[src/rtl/pfb_pkg.sv]
package pfb_pkg;

  typedef enum logic [2:0] {
    ST_IDLE,
    ST_FETCH,
    ST_SERVE,
    ST_POST,
    ST_PFETCH
  } ctlState_e;

  typedef enum logic [1:0] {
    CMD_READ  = 2'b00,
    CMD_LINE  = 2'b01,
    CMD_MULTI = 2'b10,
    CMD_RSVD  = 2'b11
  } rdCmd_e;

  // strobes from control to datapath
  typedef struct packed {
    logic accept;      // capture a new request
    logic fillBeat;    // write one returned word
    logic fillDemand;  // demand line complete
    logic fillPf;      // look-ahead line complete
    logic beatAdv;     // advance read pointer
    logic armPf;       // latch next-line address
    logic dropBuf;     // invalidate before look-ahead load
  } dpStrobe_t;

endpackage

[src/rtl/pfb_datapath.sv]
module pfb_datapath
  import pfb_pkg::*;
#(
  parameter int ADDR_W     = 32,
  parameter int DATA_W     = 32,
  parameter int LINE_BYTES = 32,
  parameter int PAGE_BYTES = 4096,
  parameter int TRIG_WORD  = 2
) (
  input  logic                               clk,
  input  logic                               rstN,
  input  dpStrobe_t                          stb,
  input  logic [ADDR_W-$clog2(DATA_W/8)-1:0] reqWord,
  input  logic [DATA_W-1:0]                  memRetData,
  input  logic                               fetchPf,
  output logic                               hit,
  output logic                               trigOk,
  output logic                               lastWord,
  output logic                               fillLast,
  output logic                               pageEnd,
  output logic [DATA_W-1:0]                  dataWord,
  output logic [ADDR_W-1:0]                  memAddr,
  output logic [ADDR_W-1:0]                  snpAddr
);
  localparam int WORD_BYTES = DATA_W / 8;
  localparam int LINE_WORDS = LINE_BYTES / WORD_BYTES;
  localparam int OFF_W      = $clog2(LINE_WORDS);
  localparam int BYTE_W     = $clog2(WORD_BYTES);
  localparam int LINE_SHIFT = $clog2(LINE_BYTES);
  localparam int PAGE_SHIFT = $clog2(PAGE_BYTES);
  localparam int LINE_W     = ADDR_W - LINE_SHIFT;
  localparam int INPAGE_W   = PAGE_SHIFT - LINE_SHIFT;
  localparam int WADDR_W    = ADDR_W - BYTE_W;

  logic [DATA_W-1:0] lineBuf [LINE_WORDS];
  logic [LINE_W-1:0] curLine, pfLine, bufTag;
  logic              bufValid;
  logic [OFF_W-1:0]  rdPtr, fillCnt;

  logic [LINE_W-1:0] reqLine;
  logic [OFF_W-1:0]  reqOff;
  logic [LINE_W-1:0] fetchLine;

  assign reqLine = reqWord[WADDR_W-1:OFF_W];
  assign reqOff  = reqWord[OFF_W-1:0];

  always_ff @(posedge clk) begin
    if (!rstN) begin
      curLine  <= '0;
      pfLine   <= '0;
      bufTag   <= '0;
      bufValid <= 1'b0;
      rdPtr    <= '0;
      fillCnt  <= '0;
    end else begin
      if (stb.accept) begin
        curLine <= reqLine;
        rdPtr   <= reqOff;
        fillCnt <= '0;
        if (!hit) bufValid <= 1'b0;
      end
      if (stb.dropBuf) begin
        bufValid <= 1'b0;
        fillCnt  <= '0;
      end
      if (stb.fillBeat)   fillCnt <= fillCnt + 1'b1;
      if (stb.fillDemand) begin
        bufValid <= 1'b1;
        bufTag   <= curLine;
      end
      if (stb.fillPf) begin
        bufValid <= 1'b1;
        bufTag   <= pfLine;
      end
      if (stb.beatAdv) rdPtr  <= rdPtr + 1'b1;
      if (stb.armPf)   pfLine <= curLine + 1'b1;
    end
  end

  always_ff @(posedge clk) begin
    for (int w = 0; w < LINE_WORDS; w++) begin
      if (stb.fillBeat && fillCnt == OFF_W'(w)) lineBuf[w] <= memRetData;
    end
  end

  assign hit       = bufValid && (bufTag == reqLine);
  assign trigOk    = rdPtr >= OFF_W'(TRIG_WORD);
  assign lastWord  = rdPtr == OFF_W'(LINE_WORDS - 1);
  assign fillLast  = fillCnt == OFF_W'(LINE_WORDS - 1);
  assign pageEnd   = &curLine[INPAGE_W-1:0];
  assign dataWord  = lineBuf[rdPtr];
  assign fetchLine = fetchPf ? pfLine : curLine;
  assign memAddr   = {fetchLine, {LINE_SHIFT{1'b0}}};
  assign snpAddr   = {pfLine, {LINE_SHIFT{1'b0}}};

endmodule

[src/rtl/pfb_ctrl.sv]
module pfb_ctrl
  import pfb_pkg::*;
(
  input  logic       clk,
  input  logic       rstN,
  input  logic       cfgPrefetchEn,
  input  logic       reqValid,
  input  logic [1:0] reqCmd,
  input  logic       mstReady,
  input  logic       memAck,
  input  logic       memRetValid,
  input  logic       snpAck,
  input  logic       snpDirty,
  input  logic       hit,
  input  logic       trigOk,
  input  logic       lastWord,
  input  logic       fillLast,
  input  logic       pageEnd,
  output dpStrobe_t  stb,
  output logic       reqReady,
  output logic       dataValid,
  output logic       dataLast,
  output logic       memReq,
  output logic       snpReq,
  output logic       fetchPf
);
  ctlState_e state, stateNxt;
  logic memAcked, snpPend, snpClean, armed, pfWanted;
  logic inFetch, xfer;

  assign inFetch   = (state == ST_FETCH) || (state == ST_PFETCH);
  assign reqReady  = state == ST_IDLE;
  assign dataValid = state == ST_SERVE;
  assign dataLast  = dataValid && lastWord;
  assign memReq    = inFetch && !memAcked;
  assign snpReq    = snpPend;
  assign fetchPf   = state == ST_PFETCH;
  assign xfer      = dataValid && mstReady;

  always_comb begin
    stb            = '0;
    stb.accept     = reqReady && reqValid;
    stb.fillBeat   = inFetch && memRetValid;
    stb.fillDemand = (state == ST_FETCH) && memRetValid && fillLast;
    stb.fillPf     = (state == ST_PFETCH) && memRetValid && fillLast;
    stb.beatAdv    = xfer && !lastWord;
    stb.armPf      = xfer && trigOk && pfWanted && !armed && !pageEnd;
    stb.dropBuf    = (state == ST_POST) && snpClean;
  end

  always_comb begin
    stateNxt = state;
    unique case (state)
      ST_IDLE:   if (stb.accept) stateNxt = hit ? ST_SERVE : ST_FETCH;
      ST_FETCH:  if (stb.fillDemand) stateNxt = ST_SERVE;
      ST_SERVE:  if (xfer && lastWord) stateNxt = (armed || stb.armPf) ? ST_POST : ST_IDLE;
      ST_POST: begin
        if (snpClean)      stateNxt = ST_PFETCH;
        else if (!snpPend) stateNxt = ST_IDLE;
      end
      ST_PFETCH: if (stb.fillPf) stateNxt = ST_IDLE;
      default:   stateNxt = ST_IDLE;
    endcase
  end

  always_ff @(posedge clk) begin
    if (!rstN) begin
      state    <= ST_IDLE;
      memAcked <= 1'b0;
      snpPend  <= 1'b0;
      snpClean <= 1'b0;
      armed    <= 1'b0;
      pfWanted <= 1'b0;
    end else begin
      state <= stateNxt;
      if (stb.accept || stb.dropBuf) memAcked <= 1'b0;
      else if (memReq && memAck)     memAcked <= 1'b1;
      if (stb.accept) begin
        armed    <= 1'b0;
        pfWanted <= cfgPrefetchEn || (reqCmd == CMD_MULTI);
      end
      if (stb.armPf) begin
        armed   <= 1'b1;
        snpPend <= 1'b1;
      end else if (snpPend && snpAck) begin
        snpPend  <= 1'b0;
        snpClean <= !snpDirty;
      end
      if (stb.dropBuf) snpClean <= 1'b0;
    end
  end

endmodule

[src/rtl/pci_line_prefetcher.sv]
module pci_line_prefetcher
  import pfb_pkg::*;
#(
  parameter int ADDR_W     = 32,
  parameter int DATA_W     = 32,
  parameter int LINE_BYTES = 32,
  parameter int PAGE_BYTES = 4096,
  parameter int TRIG_WORD  = 2
) (
  input  logic              clk,
  input  logic              rstN,
  input  logic              cfgPrefetchEn,
  input  logic              reqValid,
  output logic              reqReady,
  input  logic [ADDR_W-1:0] reqAddr,
  input  logic [1:0]        reqCmd,
  input  logic              mstReady,
  output logic              dataValid,
  output logic [DATA_W-1:0] dataWord,
  output logic              dataLast,
  output logic              snpReq,
  output logic [ADDR_W-1:0] snpAddr,
  input  logic              snpAck,
  input  logic              snpDirty,
  output logic              memReq,
  output logic [ADDR_W-1:0] memAddr,
  input  logic              memAck,
  input  logic              memRetValid,
  input  logic [DATA_W-1:0] memRetData
);
  localparam int BYTE_W = $clog2(DATA_W / 8);

  dpStrobe_t stb;
  logic hit, trigOk, lastWord, fillLast, pageEnd, fetchPf;

  pfb_ctrl u_ctrl (
    .clk(clk), .rstN(rstN), .cfgPrefetchEn(cfgPrefetchEn),
    .reqValid(reqValid), .reqCmd(reqCmd), .mstReady(mstReady),
    .memAck(memAck), .memRetValid(memRetValid),
    .snpAck(snpAck), .snpDirty(snpDirty),
    .hit(hit), .trigOk(trigOk), .lastWord(lastWord),
    .fillLast(fillLast), .pageEnd(pageEnd),
    .stb(stb), .reqReady(reqReady), .dataValid(dataValid),
    .dataLast(dataLast), .memReq(memReq), .snpReq(snpReq),
    .fetchPf(fetchPf)
  );

  pfb_datapath #(
    .ADDR_W(ADDR_W), .DATA_W(DATA_W), .LINE_BYTES(LINE_BYTES),
    .PAGE_BYTES(PAGE_BYTES), .TRIG_WORD(TRIG_WORD)
  ) u_dp (
    .clk(clk), .rstN(rstN), .stb(stb),
    .reqWord(reqAddr[ADDR_W-1:BYTE_W]), .memRetData(memRetData),
    .fetchPf(fetchPf), .hit(hit), .trigOk(trigOk), .lastWord(lastWord),
    .fillLast(fillLast), .pageEnd(pageEnd), .dataWord(dataWord),
    .memAddr(memAddr), .snpAddr(snpAddr)
  );

endmodule

[config.mk]
export PLATFORM = sky130hd
export DESIGN_NAME = pci_line_prefetcher
export DESIGN_NICKNAME = d
export VERILOG_FILES = /design/src/rtl/pfb_pkg.sv /design/src/rtl/pfb_datapath.sv /design/src/rtl/pfb_ctrl.sv /design/src/rtl/pci_line_prefetcher.sv
export SDC_FILE = /design/constraint.sdc
export NUM_CORES = 1
export LEC_CHECK = 0
export BUFFER_PORTS_ARGS = -buffer_cell sky130_fd_sc_hd__buf_2
export CAP_MARGIN = 10
export CELL_PAD_IN_SITES_DETAIL_PLACEMENT = 1
export CELL_PAD_IN_SITES_GLOBAL_PLACEMENT = 1
export CORE_MARGIN = 3
export CORE_UTILIZATION = 52
export DETAILED_ROUTE_END_ITERATION = 6
export GPL_TIMING_DRIVEN = 0
export PLACE_DENSITY_LB_ADDON = 0.1
export SKIP_CTS_REPAIR_TIMING = 1
export SYNTH_ARGS = -nofsm -noshare
export SYNTH_HDL_FRONTEND = slang
export SYNTH_SLANG_ARGS = --single-unit
[constraint.sdc]
create_clock -name clk -period 6 [get_ports clk]
set_input_delay 1.5 -clock clk [delete_from_list [all_inputs] [get_ports clk]]
set_output_delay 1.5 -clock clk [all_outputs]
set_load 0.01 [all_outputs]
==> summary.txt, run 1 <==
Hold path
  • Hold Path Class: reg -> reg
  • Worst hold stages: 2

Logic synthesis
  • Mean Syn Cell Area: between 15 and 20 sq um
  • Synth cell types: 53
  • Post-synth EDFFs: approximately 260
  • Synth Flop Type: edfxtp_1
  • Register area share after synthesis: roughly two thirds
  • Yosys top cell area share: a little over half
  • Synth Register Bits: between 300 and 400
  • Area leader, netlist: edfxtp_1
  • Area contributors post-synth: edfxtp_1, dfxtp_1, mux4_2
  • Post-synthesis async set-or-reset flop share: 0%
  • Yosys warns: 0
  • Synth Cell Area: roughly 0.015 sq mm
  • Cell count after synthesis: approximately 950

Placed design
  • Hpwl dp: between 20 and 30 mm
  • RD Place Congestion: a little over 0.8
  • Placed cell areas: between 0.015 and 0.02 sq mm
  • I/O Buffers: 163

Clock network
  • H-tree depth: 2
  • Clk sinks: between 300 and 400
  • Clock buffer depth: 3
  • CTS clk-pin slew, worst paths: about 60 ps
  • Clk_lat worst skew: around 530 ps
  • TritonCTS clock tree: done
  • CTS Buf Count: 38
  • Root Driver: clkbuf_16

Setup path
  • Startpoint types: register
  • Element type at the critical path end: output pin
  • Crit path kind: reg -> out
  • FF-to-FF path depth: 6
  • Crit path required time: 4500 ps
  • CP Max Fanout: 10
  • CP arrival: 2900 ps

Cells and area
  • Final Cell Area: 0.01737 sq mm
  • Layout area overhead: 19.30%
  • Nets: around 1300
  • Fill cell count: between 2000 and 3000
  • Share of cells above drive strength 1: between 30% and 40%

Routing
  • Initial DRT Pass Iterations: 6
  • Routed met1 length: 16.15 mm
  • Initial DRC Count: 660
  • Antenna viol nets, final: 0
  • Vias: between 9000 and 10000
  • Via density: between 5 and 6
  • Remaining routing DRC violations: 0
  • Max Used Layer: met5
  • Met2 routed WL: 21.16 mm
  • Detail Route met3 WL: about 2.3 mm
  • Drt total wl: 40.59 mm
  • Drt wl/cell: ~26 um

Job
  • Max-cap viol count: 0

STA
  • Hold slack: 484.2 ps
  • Slew Limit Fails: 0
  • RSZ-0062 raised after global routing: no
  • Relative slew slack: around 47%
  • Crit path time final: approximately 4400 ps
  • Max Freq: between 0.2 and 0.25 GHz
  • Worst-Margin Slew: 793.2 ps
  • # setup viols final: 0
  • Setup TNS: 0 ps
  • Period utilization: ~73%
  • Final hold vios: 0
  • Clock skew: 19.30 ps

Pwr
  • PwrDens: 367.6 mW/mm^2
  • Pleak: slightly above 6 nW
  • Max IR drop VDD: 0.1758 mV

Global route
  • GRT Total Usage: 26.95%
  • Remaining global-route overflow: 0
  • First-pass GRT wire length: between 60 and 70 mm
  • Largest net degree at the start of global routing: 42
  • Initial antenna violation count: 4
  • Vias in the first global route: between 9000 and 10000

Floorplanning
  • Core area: about 0.027 sq mm
  • Core Rows: 60
  • I/O pin cnt: ~180
  • Chip Width: 173.3 um
  • Height of the die: about 170 um
  • Starting density of the core: 53.42%
  • Full die area: approximately 0.030 sq mm

Status
  • Status: complete, no violations
[cell usage in the layout, fill, tap and decap left out, types with 4 or more instances in the layout]
master     instances
edfxtp_1         256
and2_1             6
clkinv_1           6
conb_1            10
nand4_1            8
clkbuf_16         39
mux2i_1           25
nor2_1            48
buf_2            186
inv_1             10
clkinv_2           6
nand3_1            8
a21oi_1           56
mux2_2            57
dfxtp_1           99
a211oi_1          22
buf_4             16
nand2_1           96
ha_1              10
o21ai_1            9
nor4_1             7
mux4_2            64
and3_2             6
and4_1             4
xor2_1            18
xnor2_1           23
bufinv_16          7
clkbuf_1          33
nor3_1            10
buf_12             8
and3_1             5
[path summary, 6_finish.rpt]
| path | startpoint | to | slack (ps) |
|---|---|---|---|
| worst min register to register | u_dp.curLine[26]$_SDFFE_PN0P_ | u_dp.curLine[26]$_SDFFE_PN0P_ | 480 |
| worst max-delay path | register | dataWord[3] | 1600 |
| worst max register to register | u_ctrl.state[0]$_SDFFE_PN0P_ | u_dp.lineBuf[4][7]$_DFFE_PP_ | 3500 |
| worst min-delay path | u_dp.curLine[26]$_SDFFE_PN0P_ | u_dp.curLine[26]$_SDFFE_PN0P_ | 480 |
[area by class of cell]
| cell class | instances | area (sq um) | area share [%] |
|---|---|---|---|
| Buffer | 67 | 347.8 | 2.003 |
| Clock buffer | 48 | 1020 | 5.872 |
| Antenna cell | 1 | 2.502 | 0.01441 |
| Clock inverter | 22 | 302.8 | 1.744 |
| Tap cell | 372 | 465.4 | 2.680 |
| Timing Repair Buffer | 171 | 975.9 | 5.620 |
| Inverter | 11 | 41.29 | 0.2378 |
| Multi-Input combinational cell | 528 | 4541 | 26.15 |
| Sequential cell | 355 | 9669 | 55.68 |
[flip-flops by register name (all words and copies together), names as in the netlist, named ones only]
signal and flops:
u_ctrl.pfWanted 1, u_dp.bufValid 1, u_dp.lineBuf 256, u_dp.curLine 27, u_dp.fillCnt 3, u_dp.rdPtr 3, u_ctrl.snpClean 1, u_ctrl.armed 1
u_ctrl.memAcked 1, u_dp.pfLine 27, u_ctrl.state 3, u_dp.bufTag 27, u_ctrl.snpReq 1
[synth_stat cells, types with 2 or more instances]
cell type,count
buf_1,2
clkbuf_1,25
nand3_1,8
nand2_1,96
buf_2,23
buf_4,16
a21oi_1,56
a311oi_1,2
inv_1,10
a211oi_1,22
mux4_2,64
xor2_1,18
nand4b_1,2
xnor2_1,23
nor3_1,10
a31oi_1,2
dfxtp_1,99
and3_1,11
nor4_1,7
mux2_2,57
mux2i_1,25
and2_1,7
nor2_1,48
o22ai_1,2
edfxtp_1,256
o21ai_1,9
nand4_1,8
ha_1,10
o21ai_0,3
nand2b_1,3
nor4b_2,2
a21oi_2,2
and4_1,4
[critical path, stage by stage, from the launching register on]
cell	delay, ps
dfxtp_1	330
clkbuf_1	480
clkbuf_1	670
mux4_2	440
mux2_2	290
buf_2	150
[per-layer routing]
layer  vias to the layer above  global-route usage (%)
li1                       4037                       -
met3                        74                   4.796
met2                       367                   47.83
met5                         -                       0
met1                      4612                   34.55
met4                         6                   6.655
[cell families after synthesis]
group                      Yosys count  synth area share (%)
AOI/OAI and AO/OA                  104                 4.281
xor gates and xnor gates            42                 2.579
adders and majority gates           10                0.8595
buffers and inverters               78                 2.673
DFF                                355                 66.43
muxes                              146                 16.03
other                                1               0.02576
and+or+nand+nor                    216                 7.126
[report_power, final]
group | total (mW) | leakage [nW] | switching [mW] | internal [mW]
clock network | 2.48 | 0.643 | 0.969 | 1.51
registers | 2.80 | 3.11 | 0.0746 | 2.73
logic | 1.10 | 2.36 | 0.613 | 0.489
[through the flow]
step                      setup slack, ps  instances  util (%)  power (mW)
after detailed placement             2211       1503     58.79       3.937
after global placement               1913       1496     58.24       3.896
final                                1601       1575     63.72       6.384
after global routing                 1480       1575     63.72       6.614
after floorplan                      2888        961         -       3.524
after CTS                            1574       1573     63.64       6.415
Note: power is estimated with default switching activity, not from simulation.
==> run 2, diff against run 1 <==
--- a/config.mk
+++ b/config.mk
@@ -10,7 +10,7 @@
 export CELL_PAD_IN_SITES_DETAIL_PLACEMENT = 1
 export CELL_PAD_IN_SITES_GLOBAL_PLACEMENT = 1
 export CORE_MARGIN = 3
-export CORE_UTILIZATION = 52
+export CORE_UTILIZATION = 44
 export DETAILED_ROUTE_END_ITERATION = 6
 export GPL_TIMING_DRIVEN = 0
 export PLACE_DENSITY_LB_ADDON = 0.1
==> constraint.sdc (replaced) <==
create_clock -name clk -period 3.7 [get_ports clk]
set_input_delay 0.925 -clock clk [delete_from_list [all_inputs] [get_ports clk]]
set_output_delay 0.925 -clock clk [all_outputs]
set_load 0.01 [all_outputs]
==> run 2 against run 1 <==
- clock power rose by 39%
- non-clock buffer count did not move
- global-route usage fell by 5.4 points
- sequential share of layout area rose by 0.41 points
- clock skew fell by 9.3 ps
- power rose by 52%
- largest power group unchanged
- hold slack got worse by 0.66 ps
- core utilization fell by 9.9 points
- register-to-register slack got worse by 2300 ps
- combinational power rose by 58%
- critical path depth rose by 1
==> summary.txt, run 2 (synthesis gave the netlist of run 1 again) <==
Setup path
  • Crit path required time: approximately 2800 ps
  • Setup crit start: u_ctrl.state[2]$_SDFFE_PN0P_
  • Startpoint types: register
  • Element type at the critical path end: output pin
  • CP Max Fanout: 10
  • Worst r2r src: u_ctrl.state[0]$_SDFFE_PN0P_
  • CP arrival: 2650 ps
  • Crit path kind: reg -> out

Routing
  • Drt total wl: around 38 mm
  • Drt wl/cell: 23.15 um
  • Vias: between 8000 and 9000
  • Initial DRT Pass Iterations: 5
  • Initial DRC Count: between 400 and 500
  • Antenna viol nets, final: 0
  • Remaining routing DRC violations: 0
  • Via density: 5.451

Cells and area
  • Layout area overhead: 18.43%
  • Util after Layout: between 50% and 60%
  • Nets: between 1000 and 1500
  • Max reg flops: 256
  • Most common cell after layout, fill and taps aside: edfxtp_1
  • Most frequent cells in the layout: edfxtp_1, buf_2, dfxtp_1
  • Top reg by flops: u_dp.lineBuf
  • Share of cells above drive strength 1: between 30% and 40%

STA
  • Worst-Margin Slew: slightly below 900 ps
  • Relative slew slack: 42.06%
  • RSZ-0062 raised after global routing: no
  • Final hold vios: 0
  • # setup viols final: 0
  • Max Freq: 0.2794 GHz
  • Period utilization: between 90% and 100%
  • Post-route setup slack: 120.9 ps
  • Crit path time final: roughly 3600 ps
  • Slew Limit Fails: 0
  • Clock skew: about 10 ps

Pwr
  • Tot Pwr: 9.727 mW
  • Max IR drop VDD: approximately 0.29 mV
  • Pleak: ~6 nW
  • PwrDens: between 500 and 600 mW/mm^2

Hold path
  • Hold_sp: u_dp.pfLine[16]$_SDFFE_PN0P_
  • Hold Path Class: reg -> reg

Placed design
  • I/O Buffers: 163
  • RD Place Congestion: ~0.8
  • Hpwl dp: 25.50 mm
  • Post-Place Worst Slack: 457.4 ps

Floorplanning
  • Starting density of the core: between 40% and 50%
  • Core area: approximately 0.032 sq mm
  • Full die area: approximately 0.035 sq mm
  • Height of the die: around 190 um
  • I/O pin cnt: about 180
  • Chip Width: 187.9 um
  • Core Rows: between 60 and 70

Global route
  • Remaining global-route overflow: 0
  • Initial antenna violation count: 3
  • First-pass GRT wire length: between 50 and 60 mm
  • Largest net degree at the start of global routing: 42
  • Vias in the first global route: 9591
  • GRT Total Usage: between 20% and 30%

Clock network
  • H-tree depth: 2
  • TritonCTS clock tree: done
  • Root Driver: clkbuf_16
  • CTS clk-pin slew, worst paths: 60 ps
  • Clock buffer depth: 3
  • Clk sinks: 355
  • CTS Buf Count: 38
  • Clk_lat worst skew: about 520 ps

Status
  • Status: complete, no violations

Job
  • Max-cap viol count: 0
[run 2: cell count changes in the layout (fill, tap and decap cells not counted)]
cell | previous run | this run
inv_6 | 0 | 1
bufinv_16 | 7 | 1
clkinv_1 | 6 | 3
clkbuf_1 | 33 | 26
clkbuf_2 | 0 | 6
diode_2 | 1 | 2
clkbuf_4 | 0 | 1
clkbuf_8 | 1 | 0
clkinv_8 | 2 | 0
buf_16 | 0 | 2
buf_2 | 186 | 185
buf_12 | 8 | 6
[run 2: final timing paths]
| check | endpoint | slack, ps | cells past startpoint |
|---|---|---|---|
| worst max-delay path | memAddr[29] | 120 | 6 |
| worst min register to register | u_dp.pfLine[16]$_SDFFE_PN0P_ | 480 | 2 |
| worst min-delay path | u_dp.pfLine[16]$_SDFFE_PN0P_ | 480 | 2 |
| worst max register to register | u_dp.lineBuf[5][21]$_DFFE_PP_ | 1210 | 6 |
[run 2: cell type report]
cell class / count / area [sq um]
sequential: 355 / 9669
fill: 3285 / 14800
tap: 435 / 544.3
clock inverter: 12 / 87.58
inverter: 11 / 41.29
clock buffer: 46 / 1002
buffer: 67 / 357.8
antenna: 2 / 5.005
multi-input combinational: 528 / 4541
timing repair buffer: 171 / 991.0
[run 2: critical path, stage by stage, from the launching register on]
cell and delay (ps):
dfxtp_1 340, buf_4 170, nor3b_2 400, clkbuf_4 350, buf_2 310, mux2_2 410
buf_2 150
[run 2: report_power, final]
group | internal (mW) | switching [mW] | leakage, nW
registers | 4.42 | 0.113 | 3.11
clock network | 1.98 | 1.47 | 0.536
logic | 0.790 | 0.952 | 2.39
[run 2: through the flow]
step	area, sq um	cells	hold WS (ps)	setup TNS, ps
final	17240	1627	483.6	0
after global routing	17240	1626	520.1	0
after CTS	17200	1624	491.4	-958.2
after detailed placement	16110	1566	476.1	0
after global placement	15950	1559	454.3	0
after floorplan	14590	961	442.6	0
[run 2: metal layers]
| metal | vias to the layer above | track usage [%] | share of wire (%) |
|---|---|---|---|
| met3 | 43 | 4.113 | 5.6 |
| met2 | 244 | 37.03 | 50 |
| li1 | 4015 | - | - |
| met1 | 4563 | 28.55 | 43 |
| met5 | - | 0 | 0.048 |
| met4 | 4 | 4.964 | 1.6 |
